<file path="src/rtl/tlp_rx_pkg.sv">
package tlp_rx_pkg;

    localparam int WORD_W     = 32;
    localparam int LEN_W      = 10;
    localparam int CNT_W      = LEN_W + 1;
    localparam int MAX_HDR_DW = 4;
    localparam int HIDX_W     = $clog2(MAX_HDR_DW);

    typedef enum logic [2:0] {
        FMT_H3_NODATA = 3'b000,
        FMT_H4_NODATA = 3'b001,
        FMT_H3_DATA   = 3'b010,
        FMT_H4_DATA   = 3'b011,
        FMT_PREFIX    = 3'b100
    } fmt_e;

    typedef enum logic [1:0] {
        AT_DEFAULT = 2'b00,
        AT_REQUEST = 2'b01,
        AT_DONE    = 2'b10,
        AT_RSVD    = 2'b11
    } at_e;

    typedef enum logic [2:0] {
        ST_IDLE,
        ST_LEAD,
        ST_HDR,
        ST_PAY,
        ST_DIG
    } rx_state_e;

    typedef struct packed {
        logic [2:0]       fmt;
        logic [4:0]       kind;
        logic [2:0]       tc;
        logic             digest;
        logic             poison;
        logic [1:0]       attr;
        logic [1:0]       at;
        logic             at_warn;
        logic [CNT_W-1:0] len_dw;
    } hdr_info_t;

    function automatic logic [CNT_W-1:0] len_to_dw(input logic [LEN_W-1:0] f);
        return (f == '0) ? CNT_W'(1 << LEN_W) : {1'b0, f};
    endfunction

    function automatic logic [HIDX_W-1:0] last_hdr_idx(input logic [2:0] fmt);
        return fmt[0] ? HIDX_W'(3) : HIDX_W'(2);
    endfunction

    function automatic logic fmt_has_data(input logic [2:0] fmt);
        return fmt[1];
    endfunction

endpackage

</file>
<file path="src/rtl/tlp_hdr_decode.sv">
module tlp_hdr_decode
    import tlp_rx_pkg::*;
(
    input  logic [WORD_W-1:0] word_i,
    output hdr_info_t         info_o,
    output logic              is_prefix_o,
    output logic              is_header_o
);

    logic unused_rsvd_bits;
    assign unused_rsvd_bits = ^{word_i[23], word_i[19:16]};

    always_comb begin
        info_o.fmt     = word_i[31:29];
        info_o.kind    = word_i[28:24];
        info_o.tc      = word_i[22:20];
        info_o.digest  = word_i[15];
        info_o.poison  = word_i[14];
        info_o.attr    = word_i[13:12];
        info_o.at      = word_i[11:10];
        info_o.at_warn = (word_i[11:10] == AT_RSVD);
        info_o.len_dw  = len_to_dw(word_i[LEN_W-1:0]);
    end

    assign is_prefix_o = (word_i[31:29] == FMT_PREFIX);
    assign is_header_o = ~word_i[31];

endmodule

</file>
<file path="src/rtl/tlp_rx_fsm.sv">
module tlp_rx_fsm
    import tlp_rx_pkg::*;
#(
    parameter int PFX_CNT_W = 4
) (
    input  logic                         clk,
    input  logic                         rst,
    input  logic                         in_valid,
    input  logic                         in_sop,
    input  logic                         in_eop,
    input  logic [WORD_W-1:0]            in_data,
    input  hdr_info_t                    dec_info,
    input  logic                         dec_is_prefix,
    input  logic                         dec_is_header,
    output logic                         hdr_valid_o,
    output hdr_info_t                    hdr_o,
    output logic [PFX_CNT_W-1:0]         pfx_cnt_o,
    output logic [MAX_HDR_DW*WORD_W-1:0] hdr_words_o,
    output logic                         pay_valid_o,
    output logic [WORD_W-1:0]            pay_data_o,
    output logic                         pay_last_o,
    output logic                         dig_valid_o,
    output logic [WORD_W-1:0]            dig_data_o,
    output logic                         err_o
);

    localparam logic [PFX_CNT_W-1:0] PFX_MAX = {PFX_CNT_W{1'b1}};

    rx_state_e                              st_q;
    hdr_info_t                              hdr_q;
    logic [MAX_HDR_DW-1:0][WORD_W-1:0]      words_q;
    logic [HIDX_W-1:0]                      hidx_q;
    logic [CNT_W-1:0]                       rem_q;
    logic [PFX_CNT_W-1:0]                   pfx_q;

    logic lead_slot, sop_bad, hdr_last, tail_exp, pay_final;

    // A leading word is either the start word or any word while prefixes are still arriving
    assign lead_slot = (st_q == ST_IDLE && in_sop) || (st_q == ST_LEAD && !in_sop);
    assign sop_bad   = in_sop && (st_q != ST_IDLE);
    assign hdr_last  = (hidx_q == last_hdr_idx(hdr_q.fmt));
    assign tail_exp  = fmt_has_data(hdr_q.fmt) || hdr_q.digest;
    assign pay_final = (rem_q == CNT_W'(1));

    always_ff @(posedge clk) begin
        if (rst) begin
            st_q        <= ST_IDLE;
            hdr_q       <= '0;
            words_q     <= '0;
            hidx_q      <= '0;
            rem_q       <= '0;
            pfx_q       <= '0;
            hdr_valid_o <= 1'b0;
            pay_valid_o <= 1'b0;
            pay_data_o  <= '0;
            pay_last_o  <= 1'b0;
            dig_valid_o <= 1'b0;
            dig_data_o  <= '0;
            err_o       <= 1'b0;
        end else begin
            hdr_valid_o <= 1'b0;
            pay_valid_o <= 1'b0;
            pay_last_o  <= 1'b0;
            dig_valid_o <= 1'b0;
            err_o       <= 1'b0;
            if (in_valid) begin
                if (sop_bad) begin
                    err_o <= 1'b1;
                    st_q  <= ST_IDLE;
                end else begin
                    case (st_q)
                        ST_IDLE, ST_LEAD: begin
                            if (lead_slot) begin
                                if (in_eop || !(dec_is_prefix || dec_is_header)) begin
                                    err_o <= 1'b1;
                                    st_q  <= ST_IDLE;
                                end else if (dec_is_prefix) begin
                                    if (st_q == ST_IDLE)
                                        pfx_q <= PFX_CNT_W'(1);
                                    else if (pfx_q != PFX_MAX)
                                        pfx_q <= pfx_q + 1'b1;
                                    st_q <= ST_LEAD;
                                end else begin
                                    if (st_q == ST_IDLE)
                                        pfx_q <= '0;
                                    hdr_q      <= dec_info;
                                    words_q    <= '0;
                                    words_q[0] <= in_data;
                                    hidx_q     <= HIDX_W'(1);
                                    st_q       <= ST_HDR;
                                end
                            end
                        end
                        ST_HDR: begin
                            words_q[hidx_q] <= in_data;
                            if (!hdr_last) begin
                                if (in_eop) begin
                                    err_o <= 1'b1;
                                    st_q  <= ST_IDLE;
                                end else begin
                                    hidx_q <= hidx_q + 1'b1;
                                end
                            end else if (in_eop == tail_exp) begin
                                err_o <= 1'b1;
                                st_q  <= ST_IDLE;
                            end else begin
                                hdr_valid_o <= 1'b1;
                                rem_q       <= hdr_q.len_dw;
                                if (fmt_has_data(hdr_q.fmt))
                                    st_q <= ST_PAY;
                                else if (hdr_q.digest)
                                    st_q <= ST_DIG;
                                else
                                    st_q <= ST_IDLE;
                            end
                        end
                        ST_PAY: begin
                            if ((!pay_final && in_eop) || (pay_final && (in_eop == hdr_q.digest))) begin
                                err_o <= 1'b1;
                                st_q  <= ST_IDLE;
                            end else begin
                                pay_valid_o <= 1'b1;
                                pay_data_o  <= in_data;
                                pay_last_o  <= pay_final;
                                rem_q       <= rem_q - 1'b1;
                                if (pay_final)
                                    st_q <= hdr_q.digest ? ST_DIG : ST_IDLE;
                            end
                        end
                        ST_DIG: begin
                            if (!in_eop) begin
                                err_o <= 1'b1;
                            end else begin
                                dig_valid_o <= 1'b1;
                                dig_data_o  <= in_data;
                            end
                            st_q <= ST_IDLE;
                        end
                        default: st_q <= ST_IDLE;
                    endcase
                end
            end
        end
    end

    assign hdr_o       = hdr_q;
    assign pfx_cnt_o   = pfx_q;
    assign hdr_words_o = words_q;

    // one accepted word yields at most one event
    a_r11_single_event: assert property (@(posedge clk) disable iff (rst)
        $onehot0({hdr_valid_o, pay_valid_o, dig_valid_o, err_o}));

    // an error always leaves the framer idle
    a_r10_err_to_idle: assert property (@(posedge clk) disable iff (rst)
        err_o |-> st_q == ST_IDLE);

    // the final payload word leaves the payload segment, others stay in it
    a_r6_last_exits: assert property (@(posedge clk) disable iff (rst)
        (pay_valid_o && pay_last_o) |-> st_q != ST_PAY);
    a_r6_more_follow: assert property (@(posedge clk) disable iff (rst)
        (pay_valid_o && !pay_last_o) |-> st_q == ST_PAY);

    // a digest word closes the packet
    a_r7_digest_closes: assert property (@(posedge clk) disable iff (rst)
        dig_valid_o |-> st_q == ST_IDLE);

    // the remaining payload count stays within 1..1024
    a_r5_rem_range: assert property (@(posedge clk) disable iff (rst)
        (st_q == ST_PAY) |-> (rem_q != '0 && rem_q <= CNT_W'(1 << LEN_W)));

    // while prefixes are arriving at least one has been counted
    a_r2_prefix_counted: assert property (@(posedge clk) disable iff (rst)
        (st_q == ST_LEAD) |-> pfx_q != '0);

    // without an input word the sequence does not move
    a_r1_hold_when_idle_input: assert property (@(posedge clk) disable iff (rst)
        (!$past(in_valid) && !$past(rst)) |-> $stable(st_q));

endmodule

</file>
<file path="src/rtl/tlp_rx_framer.sv">
module tlp_rx_framer
    import tlp_rx_pkg::*;
#(
    parameter int PFX_CNT_W = 4
) (
    input  logic                         clk,
    input  logic                         rst,
    input  logic                         in_valid,
    input  logic                         in_sop,
    input  logic                         in_eop,
    input  logic [WORD_W-1:0]            in_data,
    output logic                         hdr_valid,
    output logic [2:0]                   hdr_fmt,
    output logic [4:0]                   hdr_type,
    output logic [2:0]                   hdr_tc,
    output logic                         hdr_digest,
    output logic                         hdr_poison,
    output logic [1:0]                   hdr_attr,
    output logic [1:0]                   hdr_at,
    output logic                         hdr_at_warn,
    output logic [CNT_W-1:0]             hdr_len_dw,
    output logic [PFX_CNT_W-1:0]         hdr_prefix_cnt,
    output logic [MAX_HDR_DW*WORD_W-1:0] hdr_words,
    output logic                         pay_valid,
    output logic [WORD_W-1:0]            pay_data,
    output logic                         pay_last,
    output logic                         dig_valid,
    output logic [WORD_W-1:0]            dig_data,
    output logic                         frame_err
);

    hdr_info_t dec_info;
    hdr_info_t hdr_info;
    logic      dec_is_prefix;
    logic      dec_is_header;

    tlp_hdr_decode u_decode (
        .word_i      (in_data),
        .info_o      (dec_info),
        .is_prefix_o (dec_is_prefix),
        .is_header_o (dec_is_header)
    );

    tlp_rx_fsm #(.PFX_CNT_W(PFX_CNT_W)) u_fsm (
        .clk           (clk),
        .rst           (rst),
        .in_valid      (in_valid),
        .in_sop        (in_sop),
        .in_eop        (in_eop),
        .in_data       (in_data),
        .dec_info      (dec_info),
        .dec_is_prefix (dec_is_prefix),
        .dec_is_header (dec_is_header),
        .hdr_valid_o   (hdr_valid),
        .hdr_o         (hdr_info),
        .pfx_cnt_o     (hdr_prefix_cnt),
        .hdr_words_o   (hdr_words),
        .pay_valid_o   (pay_valid),
        .pay_data_o    (pay_data),
        .pay_last_o    (pay_last),
        .dig_valid_o   (dig_valid),
        .dig_data_o    (dig_data),
        .err_o         (frame_err)
    );

    assign hdr_fmt     = hdr_info.fmt;
    assign hdr_type    = hdr_info.kind;
    assign hdr_tc      = hdr_info.tc;
    assign hdr_digest  = hdr_info.digest;
    assign hdr_poison  = hdr_info.poison;
    assign hdr_attr    = hdr_info.attr;
    assign hdr_at      = hdr_info.at;
    assign hdr_at_warn = hdr_info.at_warn;
    assign hdr_len_dw  = hdr_info.len_dw;

endmodule

</file>
<file path="config.mk">
export PLATFORM = sky130hd
export DESIGN_NAME = tlp_rx_framer
export DESIGN_NICKNAME = d
export VERILOG_FILES = /design/src/rtl/tlp_rx_pkg.sv /design/src/rtl/tlp_hdr_decode.sv /design/src/rtl/tlp_rx_fsm.sv /design/src/rtl/tlp_rx_framer.sv
export SDC_FILE = /design/constraint.sdc
export NUM_CORES = 1
export LEC_CHECK = 0
export ABC_AREA = 1
export CAP_MARGIN = 30
export CORE_ASPECT_RATIO = 1.5
export CORE_MARGIN = 5
export CORE_UTILIZATION = 52
export CTS_CLUSTER_SIZE = 8
export DETAILED_ROUTE_END_ITERATION = 10
export PLACE_DENSITY = 0.91
export SLEW_MARGIN = 20
export SYNTH_ARGS = -nofsm -noshare
export SYNTH_HDL_FRONTEND = slang
export SYNTH_SLANG_ARGS = --single-unit
</file>
<file path="constraint.sdc">
create_clock -name clk -period 2.4 [get_ports clk]
set_input_delay 0.48 -clock clk [delete_from_list [all_inputs] [get_ports clk]]
set_output_delay 0.48 -clock clk [all_outputs]
set_load 0.01 [all_outputs]
</file>
==> flow_summary.json, run 1 <==
{
  "status": "complete, no violations",
  "rsz0062_at_grt": "no",
  "maxSlewViolCount": 0,
  "hold_path.class": "register to register",
  "cp-end-kind": "register",
  "drive_above_1_share_pct": 8.000,
  "cp_num_buf_inv": 3,
  "final_area_sq_mm": 0.01405,
  "cts_resized": 0,
  "clk_latency_ns": 0.51,
  "firstDrtPassIters": 6,
  "root_buffer": "clkbuf_16",
  "syn_nets": 1398,
  "period_minus_slack_ns": 2.132,
  "final.setup.worst_slack_ns": 0.2685,
  "synth_flop_cell": "dfxtp_1",
  "p_leak_nw": 5.359,
  "yosys_warnings": 0,
  "power.total_mw": 9.999,
  "vdd_drop_max_uv": 518.6,
  "routedWlPerCell_um": 19.08,
  "core_area_sq_mm": 0.01901,
  "hpwlAfterDp_mm": 24.10,
  "cts_made_buffers": 36,
  "clk_pin_slew_worst_paths_ns": 0.05,
  "grt_pass1_wl_mm": 55.17,
  "grt_pass1_vias": 10330,
  "yosysTopAreaCell": "dfxtp_1",
  "place_ws_ns": -0.1208,
  "clock_skew_ns": 0.02522,
  "finalHoldViolations": 0,
  "initial_utilization_pct": 52.30,
  "die_h_um": 179.3,
  "grt_usage_pct": 31.93,
  "max_stage_delay_ns": 0.41,
  "powerDensity_mw_per_mm2": 711.5,
  "synth_area_sq_mm": 0.009941,
  "netlist.area_leader.share_pct": 49.54,
  "overflow": 0,
  "async_reset_ff_share_pct": 0,
  "dp.cells": 1841,
  "die_area_sq_mm": 0.02204,
  "grtUsageMet2_pct": 55.78,
  "grt.busiest_layer": "met2",
  "placementRows": 62,
  "yosysUniqueCellTypes": 35,
  "slew_headroom_pct": 53.05,
  "synth_edf_count": 0,
  "die-width_um": 122.9,
  "cts_hold_buf": 0,
  "fin_crit_sh_pct": 88.81,
  "critPathRequiredTime_ns": 2.82,
  "use_met3_pct": 7.129,
  "grt_max_degree": 115,
  "pin_count": 267,
  "postCtsSetupRepairBufs": 0,
  "synth_seq_area_share_pct": 49.54,
  "syn_inst": 1353,
  "use_met1_pct": 34.73,
  "synth_commonest_cells": "258 x nand2_1, 246 x dfxtp_1, 225 x nor2_1",
  "setup_viol": 0,
  "finalNonFillerCells": 1881,
  "critPathKind": "register to register",
  "placed_cell_area_sq_mm": 0.01307,
  "finalNetCount": 1668,
  "max_freq_mhz": 469.1,
  "worst_slew_pin_slew_ns": 0.6979,
  "via_per_inst": 5.525,
  "crit_slowest_cell": "dfxtp_1",
  "antennaDiodeCount": 0,
  "critPathLaunchType": "register",
  "gp_congestion": 0.9461,
  "synthToLayoutAreaGrowth_pct": 41.36,
  "hold_slack_ns": 0.4389,
  "crit_fanout": 96,
  "synthTopCellsByArea": "dfxtp_1 50%, nand2_1 9.7%, nor2_1 8.5%",
  "postRouteAntennaNets": 0,
  "cts.sinks": 246,
  "htreeDepth": 2,
  "clockBufferDepth": 3,
  "cp_top_family": "simple AND/OR/NAND/NOR gates",
  "cts_tree": "done",
  "yosys.cell_count.top_type": "nand2_1",
  "wl_mm": 35.89,
  "port_buffers": 266,
  "cap_violations": 0,
  "path_cells": "inv_1 > nor2_1 > nand2_2 > nand2_2 > nand3_4 > inv_4 > buf_12 > nand3_1 > a21oi_1",
  "drtIter0Drc": 956,
  "cp_common_cell": "nand2_2",
  "synth_seq_cells": 246,
  "cp.arrival_ns": 2.55,
  "synth.avg_cell_area_sq_um": 7.347,
  "antenna_found_initial": 0,
  "drc": 0,
  "num_vias": 10390
}
## stage by stage
step                utilization (%)  TNS, ns
floorplan                         -        0
global placement              68.78  -0.3279
detailed placement            68.78   -6.107
CTS                           73.94        0
global route                  73.94        0
finish                        73.94        0
## sequential cells by signal (all words and copies together), names as in the netlist
name               count
u_fsm.hdr_o           29
u_fsm.rem_q           11
u_fsm.hdr_words_o    128
u_fsm.err_o            1
u_fsm.dig_valid_o      1
u_fsm.hidx_q           2
u_fsm.pay_last_o       1
u_fsm.pfx_cnt_o        4
u_fsm.dig_data_o      32
u_fsm.st_q             3
u_fsm.pay_data_o      32
u_fsm.pay_valid_o      1
u_fsm.hdr_valid_o      1
## kinds of logic after synthesis
kind of cell | count (synthesis) | synth area share, %
xor+xnor | 2 | 0.1762
simple gates | 638 | 27.35
fa+ha+maj | 8 | 1.007
buf+inv | 199 | 8.571
compound gates | 259 | 13.25
flops | 246 | 49.54
mux | 1 | 0.1007
## report_power, final
| part | switching (mW) | leakage [nW] | internal (mW) |
|---|---|---|---|
| clock network | 1.71 | 0.482 | 2.80 |
| logic | 0.746 | 2.89 | 0.469 |
| registers | 0.0751 | 1.99 | 4.20 |
| total | 2.53 | 5.36 | 7.47 |
## layout by cell type, fill, tap and decap left out, types with 2 or more instances in the layout
cell / instances
clkdlybuf4s50_1: 265
nand2_1: 258
dfxtp_1: 246
nor2_1: 222
a21oi_1: 150
nand3_1: 112
inv_1: 107
o21ai_0: 100
buf_4: 44
clkbuf_16: 38
nand3_2: 12
buf_12: 12
nand2_2: 8
nand4_1: 8
ha_1: 8
o21bai_1: 5
nor3_1: 5
nor2_4: 4
nand2_4: 2
nor2_2: 2
xor2_1: 2
## cell type report
class / count / area [sq um]
clock buffer: 39 / 964.7
fill: 1351 / 4954
multi-input combinational: 908 / 4187
tap: 256 / 320.3
timing repair buffer: 321 / 3223
inverter: 110 / 416.7
sequential: 246 / 4925
clock inverter: 1 / 16.27
## final timing paths
kind,endpoint,slack (ns),from,cells past startpoint
min,u_fsm.dig_data_o[0],0.44,u_fsm.dig_data_o[0],2
max,u_fsm.hdr_words_o[34],0.27,u_fsm.st_q[1],9
max reg2reg,u_fsm.hdr_words_o[34],0.27,u_fsm.st_q[1],9
min reg2reg,u_fsm.dig_data_o[0],0.44,u_fsm.dig_data_o[0],2
## tightest hold or removal path: cells and delay by family (launching register included)
| family | cells | cell delay, ns |
|---|---|---|
| DFF | 1 | 0.30 |
| AOI/OAI and AO/OA | 1 | 0.05 |
| buffers and inverters | 1 | 0.04 |
## metal layers
layer | vias up | wire length, um
met3 | 162 | 3145
li1 | 4853 | -
met1 | 4810 | 12050
met2 | 567 | 18240
met4 | 0 | 2449
met5 | - | 0
Note: power is estimated with default switching activity, not from simulation.
==> run 2: changes to the inputs <==
- CELL_PAD_IN_SITES_DETAIL_PLACEMENT: not set -> 0
- CELL_PAD_IN_SITES_GLOBAL_PLACEMENT: not set -> 1
- CORE_UTILIZATION: 52 -> 37
- GPL_TIMING_DRIVEN: not set -> 1
==> flow_summary.json, run 2 (same netlist as run 1, synthesis figures left out) <==
{
  "routedWlPerCell_um": 18.28,
  "p_leak_nw": 5.369,
  "die_area_sq_mm": 0.03031,
  "dp.cells": 1925,
  "combinationalPowerShare_pct": 12.2,
  "finalNonFillerCells": 1966,
  "cap_violations": 0,
  "maxSlewViolCount": 0,
  "hold_depth": 2,
  "worst_slew_pin_slew_ns": 0.6171,
  "grt_pass1_vias": 9337,
  "status": "complete, no violations",
  "htreeDepth": 2,
  "rsz0062_at_grt": "no",
  "root_buffer": "clkbuf_16",
  "num_vias": 9786,
  "clockBufferDepth": 3,
  "cts_tree": "done",
  "synthToLayoutAreaGrowth_pct": 42.68,
  "clock_skew_ns": 0.01224,
  "vdd_drop_max_uv": 492.0,
  "reg2reg_depth": 9,
  "grt_max_degree": 54,
  "cts.sinks": 246,
  "cp.arrival_ns": 2.61,
  "postCtsSetupRepairBufs": 0,
  "via_per_inst": 4.978,
  "slew_headroom_pct": 58.73,
  "critPathRequiredTime_ns": 2.83,
  "r2r_slack_ns": 0.22,
  "fillers": 2538,
  "mostFrequentLayoutCells": "265 x clkdlybuf4s50_1, 258 x nand2_1, 246 x dfxtp_1",
  "firstDrtPassIters": 7,
  "die_h_um": 210.8,
  "regToRegEndpoint": "u_fsm.hdr_words_o[42]",
  "antennaDiodeCount": 0,
  "swShare_pct": 25.56,
  "drive_above_1_share_pct": 8.103,
  "powerDensity_mw_per_mm2": 706.6,
  "period_minus_slack_ns": 2.180,
  "finalNetCount": 1671,
  "layout_commonest_cell": "clkdlybuf4s50_1",
  "drtIter0Drc": 676,
  "max_freq_mhz": 458.7,
  "clockPowerShare_pct": 45.2,
  "power.total_mw": 10.02,
  "p_int_mw": 7.460,
  "switching_power_mw": 2.561,
  "clk_pin_slew_worst_paths_ns": 0.05,
  "setup_viol": 0,
  "antenna_found_initial": 0,
  "gp_congestion": 0.9092,
  "placementRows": 73,
  "grt_pass1_wl_mm": 54.64,
  "cts_made_buffers": 36,
  "overflow": 0,
  "hold_path.class": "input pin to register",
  "hold_end": "u_fsm.hdr_o[0]",
  "cts_hold_buf": 0,
  "postRouteAntennaNets": 0,
  "fin_crit_sh_pct": 90.83,
  "crit_fanout": 43,
  "min_from": "rst",
  "hpwlAfterDp_mm": 25.29,
  "critPathKind": "register to register",
  "critPathLaunchType": "register",
  "grt_usage_pct": 23.15,
  "wl_mm": 35.93,
  "largest_reg_flops": 128,
  "cts_resized": 0,
  "clk_latency_ns": 0.51,
  "r2r_start": "u_fsm.st_q[1]",
  "port_buffers": 266,
  "finalHoldViolations": 0,
  "core_area_sq_mm": 0.02649,
  "cp-end-kind": "register",
  "pin_count": 267,
  "pwr-share-seq_pct": 42.7,
  "die-width_um": 143.8,
  "drc": 0,
  "initial_utilization_pct": 37.53
}
[run 2: cell types whose count changed in the layout (fill, tap and decap cells not counted)]
cell | before | now
clkbuf_1 | 0 | 2
clkbuf_8 | 1 | 0
inv_4 | 1 | 2
clkinv_2 | 1 | 0
buf_12 | 12 | 13
buf_4 | 44 | 46
[run 2: how the worst max path moves through the flow]
| stage | slack (ns) | depth (start not counted) | to | from |
|---|---|---|---|---|
| after floorplan | 0.59 | 11 | u_fsm.pay_data_o[2] | in_eop |
| after global placement | -0.06 | 11 | u_fsm.hdr_words_o[42] | in_data[29] |
| after detailed placement | -0.1 | 11 | u_fsm.hdr_words_o[42] | in_data[29] |
| after CTS | 0.23 | 9 | u_fsm.hdr_words_o[42] | u_fsm.st_q[1] |
| after global routing | 0.03 | 9 | u_fsm.hdr_words_o[97] | u_fsm.st_q[1] |
| final | 0.22 | 9 | u_fsm.hdr_words_o[42] | u_fsm.st_q[1] |
[run 2: area by class of cell]
type	count	area [sq um]	share of cell area, %
Sequential cell	246	4925	34.72
Tap cell	337	421.7	2.973
Inverter	110	417.9	2.946
Clock buffer	40	958.4	6.757
Timing Repair Buffer	324	3258	22.97
Clock inverter	1	16.27	0.1147
Multi-Input combinational cell	908	4187	29.52
[run 2: critical path, stage by stage, from the launching register on]
cell	delay, ns
dfxtp_1	0.40
inv_1	0.09
nor2_1	0.28
nand2_2	0.26
nand2_2	0.18
nand3_4	0.09
inv_4	0.09
buf_4	0.39
nand3_1	0.12
a21oi_1	0.18
[run 2: routing by layer]
layer | up-vias | global-route usage, % | part of all wire, %
li1 | 4859 | - | -
met1 | 4489 | 26.93 | 38
met2 | 351 | 40.29 | 51
met3 | 87 | 5.459 | 6.9
met4 | 0 | 9.779 | 4.0
met5 | - | 0 | 0
[run 2: per-stage QoR]
step | util (%) | area (sq um) | setup TNS [ns] | setup WS [ns] | hold slack [ns]
4_1_cts | 53.55 | 14180 | 0 | 0.2325 | 0.3324
3_5_place_dp | 49.87 | 13210 | -2.430 | -0.09663 | 0.4343
3_3_place_gp | 49.87 | 13210 | -1.612 | -0.05968 | 0.4294
6_report | 53.55 | 14180 | 0 | 0.2200 | 0.3569
2_1_floorplan | - | 9941 | 0 | 0.5916 | 0.4677
5_1_grt | 53.55 | 14180 | 0 | 0.03294 | 0.3550
[run 2: power by group through the flow]
stage               registers (mW)  clock network [mW]  logic (mW)
CTS                           4.28                4.60        1.22
global route                  4.28                4.78        1.34
floorplan                     4.38                   0       0.604
global placement              4.35                   0        1.21
detailed placement            4.36                   0        1.22
finish                        4.28                4.53        1.22
